--- src/rtl/lps_pkg.sv ---
package lps_pkg;
  typedef enum logic [1:0] {
    MODE_RUN     = 2'd0,
    MODE_SLEEP   = 2'd1,
    MODE_LPSLEEP = 2'd2,
    MODE_WAKE    = 2'd3
  } lps_mode_e;
endpackage

--- src/rtl/lps_entry_qual.sv ---
// Combinational qualification of sleep entry and variant choice.
module lps_entry_qual #(
  parameter int RANGE_W  = 2,
  parameter int LP_RANGE = 2
) (
  input  logic               wfi_req,
  input  logic               isr_ret,
  input  logic               deep_sel,
  input  logic               exit_sleep_en,
  input  logic               irq_pend,
  input  logic               reg_lp_en,
  input  logic [RANGE_W-1:0] vcore_range,
  output logic               go_sleep,
  output logic               use_lp
);
  localparam logic [RANGE_W-1:0] LpRangeCode = RANGE_W'(LP_RANGE);

  logic any_req;

  always_comb begin
    any_req  = wfi_req | (isr_ret & exit_sleep_en);
    go_sleep = any_req & ~deep_sel & ~irq_pend;
    use_lp   = reg_lp_en & (vcore_range == LpRangeCode);
  end
endmodule

--- src/rtl/lps_wake_timer.sv ---
// Down counter that times the gated-clock window after a flash wake.
module lps_wake_timer #(
  parameter int HOLD_W = 8
) (
  input  logic              clk,
  input  logic              rst_n,
  input  logic              load,
  input  logic [HOLD_W-1:0] load_val,
  input  logic              tick,
  output logic              last
);
  logic [HOLD_W-1:0] cnt_q, cnt_d;
  logic              cnt_en;

  always_comb begin
    cnt_en = load | (tick & (cnt_q != '0));
    cnt_d  = cnt_q;
    if (load)
      cnt_d = load_val;
    else if (tick && (cnt_q != '0))
      cnt_d = cnt_q - HOLD_W'(1);
  end

  always_ff @(posedge clk or negedge rst_n) begin
    if (!rst_n)
      cnt_q <= '0;
    else if (cnt_en)
      cnt_q <= cnt_d;
  end

  assign last = (cnt_q == HOLD_W'(1));
endmodule

--- src/rtl/lps_out_drive.sv ---
// Moore decode of controller state into power-control outputs.
module lps_out_drive
  import lps_pkg::*;
(
  input  lps_mode_e   state,
  input  logic        fpd_active,
  output logic        core_clk_gate,
  output logic        flash_pd_req,
  output logic        reg_lp_out,
  output logic [1:0]  mode
);
  logic asleep;

  always_comb begin
    asleep        = (state == MODE_SLEEP) || (state == MODE_LPSLEEP);
    core_clk_gate = asleep || (state == MODE_WAKE);
    flash_pd_req  = asleep && fpd_active;
    reg_lp_out    = (state == MODE_LPSLEEP);
    mode          = state;
  end
endmodule

--- src/rtl/lps_ctrl.sv ---
// Low-power sleep mode controller top.
module lps_ctrl
  import lps_pkg::*;
#(
  parameter int HOLD_W   = 8,
  parameter int RANGE_W  = 2,
  parameter int LP_RANGE = 2
) (
  input  logic               clk,
  input  logic               rst_n,
  input  logic               wfi_req,
  input  logic               isr_ret,
  input  logic               deep_sel,
  input  logic               exit_sleep_en,
  input  logic               flash_off_en,
  input  logic               reg_lp_en,
  input  logic [RANGE_W-1:0] vcore_range,
  input  logic               irq_pend,
  input  logic [HOLD_W-1:0]  wake_hold,
  output logic               core_clk_gate,
  output logic               flash_pd_req,
  output logic               reg_lp_out,
  output logic [1:0]         mode
);
  lps_mode_e state_q, state_d;
  logic      fpd_q, fpd_d;
  logic      go_sleep, use_lp;
  logic      tmr_load, tmr_tick, tmr_last;

  lps_entry_qual #(.RANGE_W(RANGE_W), .LP_RANGE(LP_RANGE)) u_qual (
    .wfi_req      (wfi_req),
    .isr_ret      (isr_ret),
    .deep_sel     (deep_sel),
    .exit_sleep_en(exit_sleep_en),
    .irq_pend     (irq_pend),
    .reg_lp_en    (reg_lp_en),
    .vcore_range  (vcore_range),
    .go_sleep     (go_sleep),
    .use_lp       (use_lp)
  );

  lps_wake_timer #(.HOLD_W(HOLD_W)) u_tmr (
    .clk     (clk),
    .rst_n   (rst_n),
    .load    (tmr_load),
    .load_val(wake_hold),
    .tick    (tmr_tick),
    .last    (tmr_last)
  );

  // Next-state process
  always_comb begin
    state_d  = state_q;
    fpd_d    = fpd_q;
    tmr_load = 1'b0;
    tmr_tick = 1'b0;
    unique case (state_q)
      MODE_RUN: begin
        if (go_sleep) begin
          state_d = use_lp ? MODE_LPSLEEP : MODE_SLEEP;
          fpd_d   = flash_off_en;
        end
      end
      MODE_SLEEP, MODE_LPSLEEP: begin
        if (irq_pend) begin
          fpd_d = 1'b0;
          if (fpd_q && (wake_hold != '0)) begin
            state_d  = MODE_WAKE;
            tmr_load = 1'b1;
          end else begin
            state_d = MODE_RUN;
          end
        end
      end
      MODE_WAKE: begin
        tmr_tick = 1'b1;
        if (tmr_last)
          state_d = MODE_RUN;
      end
      default: state_d = MODE_RUN;
    endcase
  end

  // Register process
  always_ff @(posedge clk or negedge rst_n) begin
    if (!rst_n) begin
      state_q <= MODE_RUN;
      fpd_q   <= 1'b0;
    end else begin
      state_q <= state_d;
      fpd_q   <= fpd_d;
    end
  end

  lps_out_drive u_out (
    .state        (state_q),
    .fpd_active   (fpd_q),
    .core_clk_gate(core_clk_gate),
    .flash_pd_req (flash_pd_req),
    .reg_lp_out   (reg_lp_out),
    .mode         (mode)
  );
endmodule

--- config.mk ---
export PLATFORM = sky130hd
export DESIGN_NAME = lps_ctrl
export DESIGN_NICKNAME = d
export VERILOG_FILES = /design/src/rtl/lps_pkg.sv /design/src/rtl/lps_entry_qual.sv /design/src/rtl/lps_wake_timer.sv /design/src/rtl/lps_out_drive.sv /design/src/rtl/lps_ctrl.sv
export SDC_FILE = /design/constraint.sdc
export NUM_CORES = 1
export LEC_CHECK = 0
export BUFFER_PORTS_ARGS = -buffer_cell sky130_fd_sc_hd__buf_4
export CAP_MARGIN = 20
export CORE_MARGIN = 5
export CORE_UTILIZATION = 45
export CTS_BUF_LIST = sky130_fd_sc_hd__clkbuf_4
export CTS_CLUSTER_SIZE = 16
export DETAILED_ROUTE_END_ITERATION = 7
export HOLD_SLACK_MARGIN = 0.12
export PLACE_DENSITY = 0.71
export SLEW_MARGIN = 20
export SYNTH_ARGS = -nofsm -noshare
export SYNTH_HDL_FRONTEND = slang
export SYNTH_SLANG_ARGS = --single-unit
--- constraint.sdc ---
create_clock -name clk -period 2.8 [get_ports clk]
set_input_delay 0.14 -clock clk [delete_from_list [all_inputs] [get_ports clk]]
set_output_delay 0.14 -clock clk [all_outputs]
set_load 0.01 [all_outputs]
==> results of run 1 <==
power by group:
group | switching (mW) | internal (mW) | leakage, nW
clock network | 0.0517 | 0.0648 | 0.0184
registers | 0 | 0.159 | 0.124
logic | 0.0122 | 0.0245 | 0.367
registers in the layout, indices dropped and copies added, names as in the netlist:
| signal | count |
|---|---|
| state_q | 2 |
| fpd_q | 1 |
| u_tmr.cnt_q | 8 |
kinds of logic after synthesis:
logic type	share of synthesized area (%)
xor gates and xnor gates	1.11
and+or+nand+nor	20.2
adders and majority gates	11.1
DFF	35.0
buffers and inverters	6.04
muxes	3.82
AOI/OAI and AO/OA	22.7
cells in the final DEF (no fill, tap or decap), drive strengths merged, types with 3 or more instances in the layout:
cell / instances
buf: 24
dfrtp: 11
inv: 9
a21oi: 9
nand2: 8
dlygate4sd3: 8
ha: 7
o21ai: 6
nor4: 4
clkbuf: 4
or4: 3
mux2i: 3
nor2: 3
final timing paths:
kind | start | end | slack, ps | cells after the start
setup / recovery | state_q[1]$_DFFE_PN0P_ | u_tmr.cnt_q[5]$_DFFE_PN0P_ | 630 | 5
hold / removal | wake_hold[5] | u_tmr.cnt_q[5]$_DFFE_PN0P_ | 140 | 3
setup reg to reg | state_q[1]$_DFFE_PN0P_ | u_tmr.cnt_q[5]$_DFFE_PN0P_ | 630 | 5
hold reg to reg | u_tmr.cnt_q[5]$_DFFE_PN0P_ | u_tmr.cnt_q[5]$_DFFE_PN0P_ | 590 | 2
max in group asynchronous | rst_n | state_q[0]$_DFFE_PN0P_ | 2400 | 2
min in group asynchronous | rst_n | u_tmr.cnt_q[6]$_DFFE_PN0P_ | 250 | 2
synth_stat cells (2+ instances only):
cell type                   n  area share (%)
sky130_fd_sc_hd__a21oi_1    9             5.7
sky130_fd_sc_hd__a31oi_1    2             1.6
sky130_fd_sc_hd__and2_1     2             1.6
sky130_fd_sc_hd__buf_2      2             1.3
sky130_fd_sc_hd__dfrtp_1   11              35
sky130_fd_sc_hd__ha_1       7              11
sky130_fd_sc_hd__inv_1      9             4.3
sky130_fd_sc_hd__mux2i_1    3             3.8
sky130_fd_sc_hd__nand2_1    8             3.8
sky130_fd_sc_hd__nand2b_1   2             1.6
sky130_fd_sc_hd__nand3_1    2             1.3
sky130_fd_sc_hd__nor2_1     3             1.4
sky130_fd_sc_hd__nor3_1     2             1.3
sky130_fd_sc_hd__nor4_1     4             3.2
sky130_fd_sc_hd__o21a_1     2             1.9
sky130_fd_sc_hd__o21ai_0    6             3.8
sky130_fd_sc_hd__o41ai_1    2             2.2
sky130_fd_sc_hd__or4_1      3             2.9
metal layers:
metal	GRT usage, %	up-vias	share of wire [%]
met5	0	-	0
met3	6.88	2	6.4
li1	-	396	-
met2	29.7	24	49
met4	3.93	0	0.59
met1	20.7	360	44
layout make-up:
class / instances / share of cell area [%]
Sequential cell: 11 / 25.4
Clock buffer: 4 / 2.77
Inverter: 9 / 3.11
Multi-Input combinational cell: 68 / 42.8
Timing Repair Buffer: 32 / 24.0
Tap cell: 17 / 1.96
worst reg2reg max path, delay by kind of cell, from the launching register on:
family | cells | cell delay, ps
flops | 1 | 390
simple gates | 3 | 1280
compound gates | 1 | 150
fa+ha+maj | 1 | 280
timing repair:
item | CTS | global route
hold endpoints to repair | 18 | 0
setup endpoints to repair | 0 | 0
hold buffers | 8 | 0
==> out/summary.md, run 1 <==
The flow ran to the end, and the final reports show no timing, DRC or antenna violations. The tools report the number of global-route vias before repair as 771. TritonCTS built the clock tree. After layout, the worst path uses 77.5% of the clock period. In the synthesized netlist the async set-or-reset flop fraction comes to 100%. For the initial antenna violation count, the log shows 0. The core region is 1690 um^2. From bottom edge to top edge, the die measures 51.8 um. Before CTS, the worst setup slack after placement is 647 ps. Once the clock tree was built, the setup fixing pass inserted 0 buffers.

The run gives 631 ps as the setup slack after layout. The tools report the total clock sinks as 11. The top fanout value on the critical path was 6; the largest stage delay on the critical path was 490 ps. The number of enable-type register cells in the synthesized netlist is 0.

For the number of synthesis warnings, the log shows 0. Detailed placement finished with a half-perimeter wire length of 1530 um. For the finished layout cell area, the log shows 1080 um^2. In this design, the largest share of critical-path delay is due to simple AND/OR/NAND/NOR gates. Post-layout minimum cycle time: 2170 ps. Synthesis inferred 11 register bits. STA classifies the critical path startpoint as a flop. The filler-free cell count of the finished design was 141; the maximum vdd drop was 0.000252 V.

Weighted congestion at the end of routability-driven global placement: 0.894. For this block, the initial DRC count from the detailed router was 9. For this run, the leading register cell type out of synthesis is sky130_fd_sc_hd__dfrtp_1. The critical path goes through ha_1, or3b_2, or4_1, or3b_1, a22oi_1. In this run the remaining antenna-violating nets after routing total 0. Total congestion overflow: 0. The total cell area at the placement stage was 975 um^2.

In this run the worst hold path is classified as input pin to flop. The synthesis-to-layout area growth is 37.8%. The design draws 0.312 mW. The hold violation total from the final report is 0, and the total buffers and inverters traversed by the critical path is 0.

Entering global routing, the biggest net connects 17 pins. Registers take 275 um^2. Counting tap cells, the placed design contains a total of 129 instances. The later pin in the worst-skew pair is clocked with a latency of 270 ps. Power spread over the standard cell area amounts to 288 nW/um^2.

The buffer cell driving the clock tree root was sky130_fd_sc_hd__clkbuf_4. Data on the critical path is required at its endpoint by 2980 ps. The number of buffers added by the clock tree synthesis step was 3; the setup TNS after final layout was 0 ps. The worst hold slack was 143 ps; the clock skew after layout was 3.35 ps.

Synthesis produced 91 cells. On the critical path, the stage with the largest delay is an instance of sky130_fd_sc_hd__or3b_2. Setup repair after global routing left no endpoint under its margin. For the final number of max-transition violations, the log shows 0.

In the final design database the tool counted 151 nets. Total of endpoints with negative setup slack in the final report: 0. For this configuration, the core starts out at a cell density of 46.6%.

The filler cells instantiated in the layout total 146. The relative slew slack is 63.8%, and the area enclosed by the die boundary is 2690 um^2. First-pass GRT wire length: 3420 um. The static leakage was 0.510 nW; the global-route usage over all layers was 17.6%. Data arrives at the worst endpoint at 2350 ps. The number of max-cap violations was 0. Summing all multi-input logic gate instances after layout gives 464 um^2.

The run gives 117 as the synthesized net count. The number of primary I/O pins came out at 24. The routed wire length per instance was 14.5 um.

The repair_antennas step left the layout with diodes totalling 0. The setup path with the least slack is of type flop to flop. The routed via count divided by cell count came out at 5.55. The netlist uses 30 different library cells.

Summing the sequential cell areas from Yosys gives 35.0% of the chip area. The number of cells upsized or downsized after cts was 0; the width of the die was 51.8 um. Summing over every cut layer, the via total after detailed routing is 782. The count of standard-cell rows was 15. After clock tree synthesis, the clock-pin slew on the worst setup and hold paths is 70 ps. The worst-margin pin slew came out at 536 ps. The number of port buffers came out at 23. Cells fill 64.2% of the core in the end. For this block, the routed nets add up to 2050 um of wire.

After synthesis, the mean cell area works out to 8.65 um^2. The nature of the critical path endpoint is a flop. In the routed design, unresolved DRC markers number 0. The first detailed-routing pass ran for 4 iterations.

In the final layout, the share of cells above drive strength 1 is 25.0%. The tools report the maximum level of the CTS H-tree as 1. The buffer depth of the longest clock path is 2, and the maximum frequency from static timing analysis is 461 MHz. The post-synthesis cell area was 787 um^2.
No activity file was read; power rests on OpenSTA's default activity.
==> run 2, diff against run 1 <==
--- a/config.mk
+++ b/config.mk
@@ -13,7 +13,7 @@
 export CTS_CLUSTER_SIZE = 16
 export DETAILED_ROUTE_END_ITERATION = 7
 export HOLD_SLACK_MARGIN = 0.12
-export PLACE_DENSITY = 0.71
+export PLACE_DENSITY = 0.74
 export SLEW_MARGIN = 20
 export SYNTH_ARGS = -nofsm -noshare
 export SYNTH_HDL_FRONTEND = slang
==> constraint.sdc (replaced) <==
create_clock -name clk -period 1.7 [get_ports clk]
set_input_delay 0.085 -clock clk [delete_from_list [all_inputs] [get_ports clk]]
set_output_delay 0.085 -clock clk [all_outputs]
set_load 0.01 [all_outputs]
==> run 2 against run 1 <==
Effect of this change: the flow now finishes with violations (setup timing); combinational power is 93% higher; sequential power grew 64%; design area increased by 32%; count of clock-buffer cells in the layout stayed put; largest cell class unchanged.
==> out/summary.md, run 2 (same netlist as run 1, synthesis figures left out) <==
The run gives 11 (unchanged) as the total clock sinks. The initial antenna violation count is 0 (unchanged), and the portion of total power attributed to combinational logic is 13.0% (+1.2 points). The logs give 0.546 mW (+75%) for the overall power after layout and 2 (unchanged) for the buffer depth of the longest clock path. The run gives 2690 um^2 (unchanged) as the area enclosed by the die boundary.

Setup repair after global routing could not meet its margin everywhere. The routed wire length per instance was 19.8 um (+37%). The post-detailed-route count of antenna-violating nets is 0 (unchanged), and the remaining routing DRC violations is 0 (unchanged). The count of standard-cell rows came out at 15 (unchanged). Net switching share of the total power: 24.4% (+3.9 points).

The run gives 5.19 ps (+1.84 ps) as the clock skew after layout. In the final layout, the registers with the most flip-flops are u_tmr.cnt_q (8), state_q (2), fpd_q (1). The net switching power figure was 0.133 mW (+110%); the total number of vias was 993 (+27%). Number of flip-flops in the largest register: 8 (unchanged). CTS placed an instance of sky130_fd_sc_hd__clkbuf_4 at the clock tree root.

The routed via count divided by cell count was 6.02 (+8.5%). The clock-pin transition on the worst setup and hold timing paths came out at 80 ps (about the same). The post-layout minimum cycle time is 1980 ps (-186 ps). For the number of filler instances in the final layout, the log shows 81 (-45%). The run gives 0.678 nW (+33%) as the static leakage.

The library cell used most frequently in the layout, excluding fill and tap cells, is sky130_fd_sc_hd__buf_4. The relative slew slack was 72.0% (+8.1 points). The total congestion overflow was 0 (unchanged). The logs give 46.6% (unchanged) for the effective utilization at floorplan and 0 (unchanged) for the number of diodes. Maximum vdd drop: 0.000338 V (+34%).

For the maximum frequency from static timing analysis, the log shows 504 MHz (+9.4%). Largest net degree at the start of global routing: 12 (-5). Post-route clock period utilization: 117% (+39 points). The worst-skew pair later-pin latency was 290 ps (+20 ps); the wire length reported by the detailed router was 3270 um (+60%). The nature of the critical path endpoint was a flop. The logs give 1,009 (+31%) for the number of global-route vias before repair and 0 (unchanged) for the hold violation total from the final report.

The run gives 1 (unchanged) as the maximum level of the CTS H-tree. Number of max-cap violations: 0 (unchanged). The setup path with the least slack is of type flop to flop. Kind of start point of the critical path: a flop. The register with the most flip-flops was u_tmr.cnt_q. The number of port buffers came out at 23 (unchanged). The logs give 0 (unchanged) for the final number of max-transition violations and 22.8% (+5.2 points) for the global-route usage over all layers.

The run finished, with violations left. The final reports fail on setup timing. The floorplan core area is 1690 um^2 (unchanged), and the data arrival time of the critical path is 2180 ps (-170 ps).

Worst path required time: 1900 ps (-1080 ps). The tools report the setup slack after layout as -283 ps (-914 ps). The top fanout value on the critical path was 2 (-4). The number of nets in the finished design was 175 (+16%); the power density over cell area was 382 nW/um^2 (+33%).

The number of primary I/O pins came out at 24 (unchanged). Type of the most critical hold path: input pin to asynchronous set/reset pin. The logs give 173 ps (+30.2 ps) for the worst hold slack and 4500 um (+31%) for the first-pass GRT wire length.

The worst-margin pin slew is 417 ps (-118 ps). The proportion of layout cells with a drive suffix above 1 works out to 52.7% (+28 points). The top cell types in the final layout, fill and taps aside, are sky130_fd_sc_hd__buf_4 (42), sky130_fd_sc_hd__dlygate4sd3_1 (10), sky130_fd_sc_hd__dfrtp_1 (9). The number of buffers added by the clock tree synthesis step was 3 (unchanged). The share of total power in sequential cells is 47.9% (-3.0 points), and the weighted congestion at the end of routability-driven global placement is 0.811 (-9.3%). The tools report the placed wire-length estimate as 1850 um (+21%). The internal portion of total power was 0.413 mW (+66%). The part of the power in the clock network was 39.2% (+1.9 points); the total of endpoints with negative setup slack in the final report was 9 (+9).

TritonCTS built the clock tree. The number of DRC markers after the initial detailed-route iteration came out at 12 (+3). The y dimension of the die works out to 51.8 um (unchanged). The number of iterations in the first detailed-routing pass was 4 (unchanged); the width of the die was 51.8 um (unchanged).

Relative to the synthesized area, the layout overhead comes to 81.9%.
## run 2: cell types whose count changed in the layout (fill, tap and decap cells not counted), sizes merged
cell,delta
buf,+22
dlygate4sd3,+2
## run 2: per-layer routing
layer  part of all wire (%)  GRT usage (%)
met1                     38           23.0
met2                     55           44.1
met3                    4.6           4.30
met4                    2.0           10.0
met5                      0              0
## run 2: worst paths after layout
kind                                            start                    endpoint  slack [ps]  cells past startpoint
max in group asynchronous                       rst_n      state_q[0]$_DFFE_PN0P_        1350                      2
setup / recovery               state_q[0]$_DFFE_PN0P_  u_tmr.cnt_q[5]$_DFFE_PN0P_        -280                      5
min in group clk                             deep_sel      state_q[0]$_DFFE_PN0P_         200                      4
setup reg to reg               state_q[0]$_DFFE_PN0P_  u_tmr.cnt_q[5]$_DFFE_PN0P_        -280                      5
hold reg to reg            u_tmr.cnt_q[5]$_DFFE_PN0P_  u_tmr.cnt_q[5]$_DFFE_PN0P_         750                      3
hold / removal                                  rst_n  u_tmr.cnt_q[2]$_DFFE_PN0P_         170                      2
## run 2: per-stage QoR
stage               utilization [%]  std cells  TNS, ps  setup slack (ps)  cell area [um^2]
finish                         84.7        165    -1610              -283              1430
global route                   84.7        165    -2090              -365              1430
global placement               66.6        147    -1650              -215              1120
floorplan                         -         91    -1030              -293               803
CTS                            80.2        162    -1020              -274              1360
detailed placement             66.6        147    -2000              -325              1120
## run 2: timing repair
action / 4_1_cts / 5_1_grt
hold endpoints to repair: 20 / 0
buffers inserted: 1 / 2
hold buffers: 10 / 0
cloned: 0 / 1
gates resized for setup: 23 / 13
pin swaps: 5 / 5
setup endpoints to repair: 10 / 10
## run 2: worst max-delay path, stage by stage (launching register included)
cell                      delay [ps]
sky130_fd_sc_hd__dfrtp_2         400
sky130_fd_sc_hd__ha_4            140
sky130_fd_sc_hd__or3b_4          370
sky130_fd_sc_hd__or4_4           430
sky130_fd_sc_hd__or3b_1          380
sky130_fd_sc_hd__a22oi_1         180
## run 2: final cells by class
cell class	count	area, um^2	area share, %
multi-input cells	68	614	42.9
repair buffers	56	454	31.7
flip-flops and latches	11	278	19.4
inverters	9	33.8	2.36
clock buffers	4	30.0	2.10
well taps	17	21.3	1.49
## run 2: power groups by stage
stage	registers, mW	clock network [mW]	logic [mW]
after CTS	0.261	0.207	0.0632
after floorplan	0.267	0	0.00381
final	0.261	0.214	0.0709
after detailed placement	0.267	0	0.0449
after global placement	0.267	0	0.0434
after global routing	0.261	0.232	0.0758
==> run 3, diff against run 2 <==
--- a/config.mk
+++ b/config.mk
@@ -8,12 +8,12 @@
 export BUFFER_PORTS_ARGS = -buffer_cell sky130_fd_sc_hd__buf_4
 export CAP_MARGIN = 20
 export CORE_MARGIN = 5
-export CORE_UTILIZATION = 45
+export CORE_UTILIZATION = 40
 export CTS_BUF_LIST = sky130_fd_sc_hd__clkbuf_4
 export CTS_CLUSTER_SIZE = 16
 export DETAILED_ROUTE_END_ITERATION = 7
 export HOLD_SLACK_MARGIN = 0.12
-export PLACE_DENSITY = 0.74
+export PLACE_DENSITY = 0.67
 export SLEW_MARGIN = 20
 export SYNTH_ARGS = -nofsm -noshare
 export SYNTH_HDL_FRONTEND = slang
==> constraint.sdc (replaced) <==
create_clock -name clk -period 1.75 [get_ports clk]
set_input_delay 0.0875 -clock clk [delete_from_list [all_inputs] [get_ports clk]]
set_output_delay 0.0875 -clock clk [all_outputs]
set_load 0.01 [all_outputs]
==> run 3 against run 2 <==
Effect of this change: the flow still finishes with violations (setup timing); wire length fell by 28%; register-to-register slack improved by 150 ps; sequential power fell by 3%; first-iteration DRC count increased by 8.3%; sequential cell count is the same; combinational power fell by 13%; critical path type unchanged.
==> out/summary.md, run 3 (same netlist as run 1, synthesis figures left out) <==
The flow ran to the end, but the final reports show violations. The checks that failed: setup timing. Leaving out fill and tap cells, the most frequent cells in the layout are sky130_fd_sc_hd__buf_4 (42), sky130_fd_sc_hd__dlygate4sd3_1 (10), sky130_fd_sc_hd__dfrtp_1 (9). For the floorplan core area, the log shows 1920 um^2 (+14%). For the worst hold slack, the log shows 184 ps (+11.3 ps). For the number of primary I/O pins, the log shows 24 (unchanged). The critical path goes through ha_4, or3b_4, or4_4, or3b_1, a22oi_1. The critical path is of the flop to flop type. For the post-detailed-route count of antenna-violating nets, the log shows 0 (unchanged). The tightest min-delay check is of the input pin to asynchronous set/reset pin type.

The post-route clock period utilization works out to 107% (-9.2 points). The power density over cell area came out at 368 nW/um^2 (-3.6%). The area taken by flip-flops and latches was 278 um^2 (unchanged).

Number of global-route vias before repair: 897 (-11%). The maximum frequency from static timing analysis was 532 MHz (+5.5%); the number of filler instances in the final layout was 164 (+100%). The y dimension of the die was 54.4 um (+4.9%). The number of flip-flops in the largest register was 8 (unchanged); the count of standard-cell rows was 16 (+1).

The top fanout value on the critical path works out to 2 (unchanged). For this design, the slowest cell found on the critical path is sky130_fd_sc_hd__or4_4. The finished layout cell area is 1380 um^2 (-3.6%). The total area of multi-input combinational cells came out at 567 um^2 (-7.7%). The endpoint identified for the worst register-to-register timing path is u_tmr.cnt_q[5]$_DFFE_PN0P_.

The total congestion overflow is 0 (unchanged), and the effective utilization at floorplan is 41.0% (-5.6 points). The number of iterations in the first detailed-routing pass is 4 (unchanged), and the total buffers and inverters traversed by the critical path is 0 (unchanged). Compared with the post-synthesis result, the final layout area differs by 75.4%. The routed wire length per instance is 13.7 um (-31%). TritonCTS built the clock tree.

The hold violation total from the final report came out at 0 (unchanged). The run gives 0.000370 V (+9.4%) as the maximum vdd drop. The wire length reported by the detailed router was 2370 um (-28%). The logic depth of the worst register-to-register path is 5 (unchanged), and the weighted congestion at the end of routability-driven global placement is 0.781 (-3.7%). The width of the die is 54.4 um (+4.9%).

The logs give 1 (unchanged) for the maximum level of the CTS H-tree and 1940 ps (+40 ps) for the worst path required time. The proportion of layout cells with a drive suffix above 1 came out at 46.6% (-6.1 points). Worst slack at placement: -217 ps (+108 ps).

The routed via count divided by cell count is 5.14 (-15%), and the largest net degree at the start of global routing is 12 (unchanged). The area enclosed by the die boundary was 2950 um^2 (+10%); the number of DRC markers after the initial detailed-route iteration was 13 (+1). The total number of vias is 890 (-10%), and the first-pass GRT wire length is 3920 um (-13%). The tools report the number of nets in the finished design as 173 (-1.1%). The number of port buffers came out at 23 (unchanged). The worst setup path is captured at a flop. Register with the most flip-flops: u_tmr.cnt_q.

The kind of cell with the highest combined delay along the critical path is simple AND/OR/NAND/NOR gates. The buffer cell driving the clock tree root was sky130_fd_sc_hd__clkbuf_4. The worst-margin pin slew is 430 ps (+12.6 ps). The tools report the total cell area at the placement stage as 1140 um^2 (+1.1%). The total of endpoints with negative setup slack in the final report was 9 (unchanged); the remaining routing DRC violations was 0 (unchanged). Leaving out fill and tap cells, the most frequent cell in the layout is sky130_fd_sc_hd__buf_4. The initial antenna violation count was 0 (unchanged). Setup repair after global routing could not meet its margin everywhere. Number of max-cap violations: 0 (unchanged).

The run gives 0.508 mW (-7.0%) as the overall power after layout. The slack of the worst reg-to-reg path was -130 ps (+150 ps); the placed wire-length estimate was 1770 um (-4.1%). The worst setup path is launched from a flop.

The largest stage delay on the critical path was 420 ps (about the same); the global-route usage over all layers was 18.8% (-4.0 points). The clock skew after layout is 5.92 ps (+0.727 ps), and the relative slew slack is 71.1% (-0.87 points). The clock-pin transition on the worst setup and hold timing paths came out at 70 ps (about the same).

The final number of max-transition violations was 0 (unchanged). The worst register-to-register path begins at state_q[0]$_DFFE_PN0P_. For the worst-skew pair later-pin latency, the log shows 270 ps (-20 ps). The logs give 2 (unchanged) for the buffer depth of the longest clock path and 0.661 nW (-2.5%) for the static leakage. The number of diodes is 0 (unchanged), and the total clock sinks is 11 (unchanged). The largest registers in the layout are u_tmr.cnt_q (8), state_q (2), fpd_q (1). The tools report the data arrival time of the critical path as 2070 ps (-110 ps).

The setup slack after layout was -130 ps (+153 ps); the post-layout minimum cycle time was 1880 ps (-103 ps). The number of buffers added by the clock tree synthesis step was 3 (unchanged).
run 3: changes by cell type in the layout (fill, tap and decap cells not counted), sizes merged:
cell	delta
buf	-2
run 3: timing repair:
item | 4_1_cts | 5_1_grt
pin swaps | 2 | 7
cloned | 0 | 0
buffers inserted | 2 | 0
hold buffers | 10 | 0
hold endpoints to repair | 20 | 0
resized for setup | 14 | 11
endpoints found under the setup margin | 10 | 10
run 3: metrics by stage:
| stage | instances | utilization, % | setup TNS [ps] |
|---|---|---|---|
| final | 173 | 71.8 | -543 |
| after floorplan | 91 | - | -713 |
| after detailed placement | 157 | 59.2 | -1410 |
| after global routing | 173 | 71.8 | -1080 |
| after CTS | 173 | 70.3 | -629 |
| after global placement | 157 | 59.2 | -1120 |
run 3: worst max path at each step:
stage / from / end / slack (ps) / cells after the start
after CTS: u_tmr.cnt_q[5]$_DFFE_PN0P_ / state_q[0]$_DFFE_PN0P_ / -150 / 5
after global placement: state_q[0]$_DFFE_PN0P_ / u_tmr.cnt_q[5]$_DFFE_PN0P_ / -180 / 5
after detailed placement: state_q[0]$_DFFE_PN0P_ / u_tmr.cnt_q[5]$_DFFE_PN0P_ / -220 / 5
after global routing: state_q[0]$_DFFE_PN0P_ / u_tmr.cnt_q[5]$_DFFE_PN0P_ / -190 / 5
after floorplan: state_q[1]$_DFFE_PN0P_ / u_tmr.cnt_q[5]$_DFFE_PN0P_ / -240 / 5
final: state_q[0]$_DFFE_PN0P_ / u_tmr.cnt_q[5]$_DFFE_PN0P_ / -130 / 5
run 3: area by class of cell:
cell class / count / share of cell area, %
multi-input combinational: 68 / 41.1
timing repair buffer: 54 / 31.7
sequential: 11 / 20.1
inverter: 9 / 2.45
tap: 27 / 2.45
clock buffer: 4 / 2.18
run 3: layer usage:
layer  vias to the layer above  GRT usage (%)  share of wire, %
met5                         -              0                 0
met4                         0           11.2               2.7
met1                       429           19.8                39
met3                         4           1.36               3.1
li1                        439              -                 -
met2                        18           35.7                55
run 3: power breakdown:
group	leakage, nW	internal [mW]	total (mW)	switching [mW]
Sequential	0.124	0.254	0.254	0
Combinational	0.519	0.0421	0.0617	0.0196
Clock	0.0184	0.104	0.192	0.0883
Total	0.661	0.400	0.508	0.108
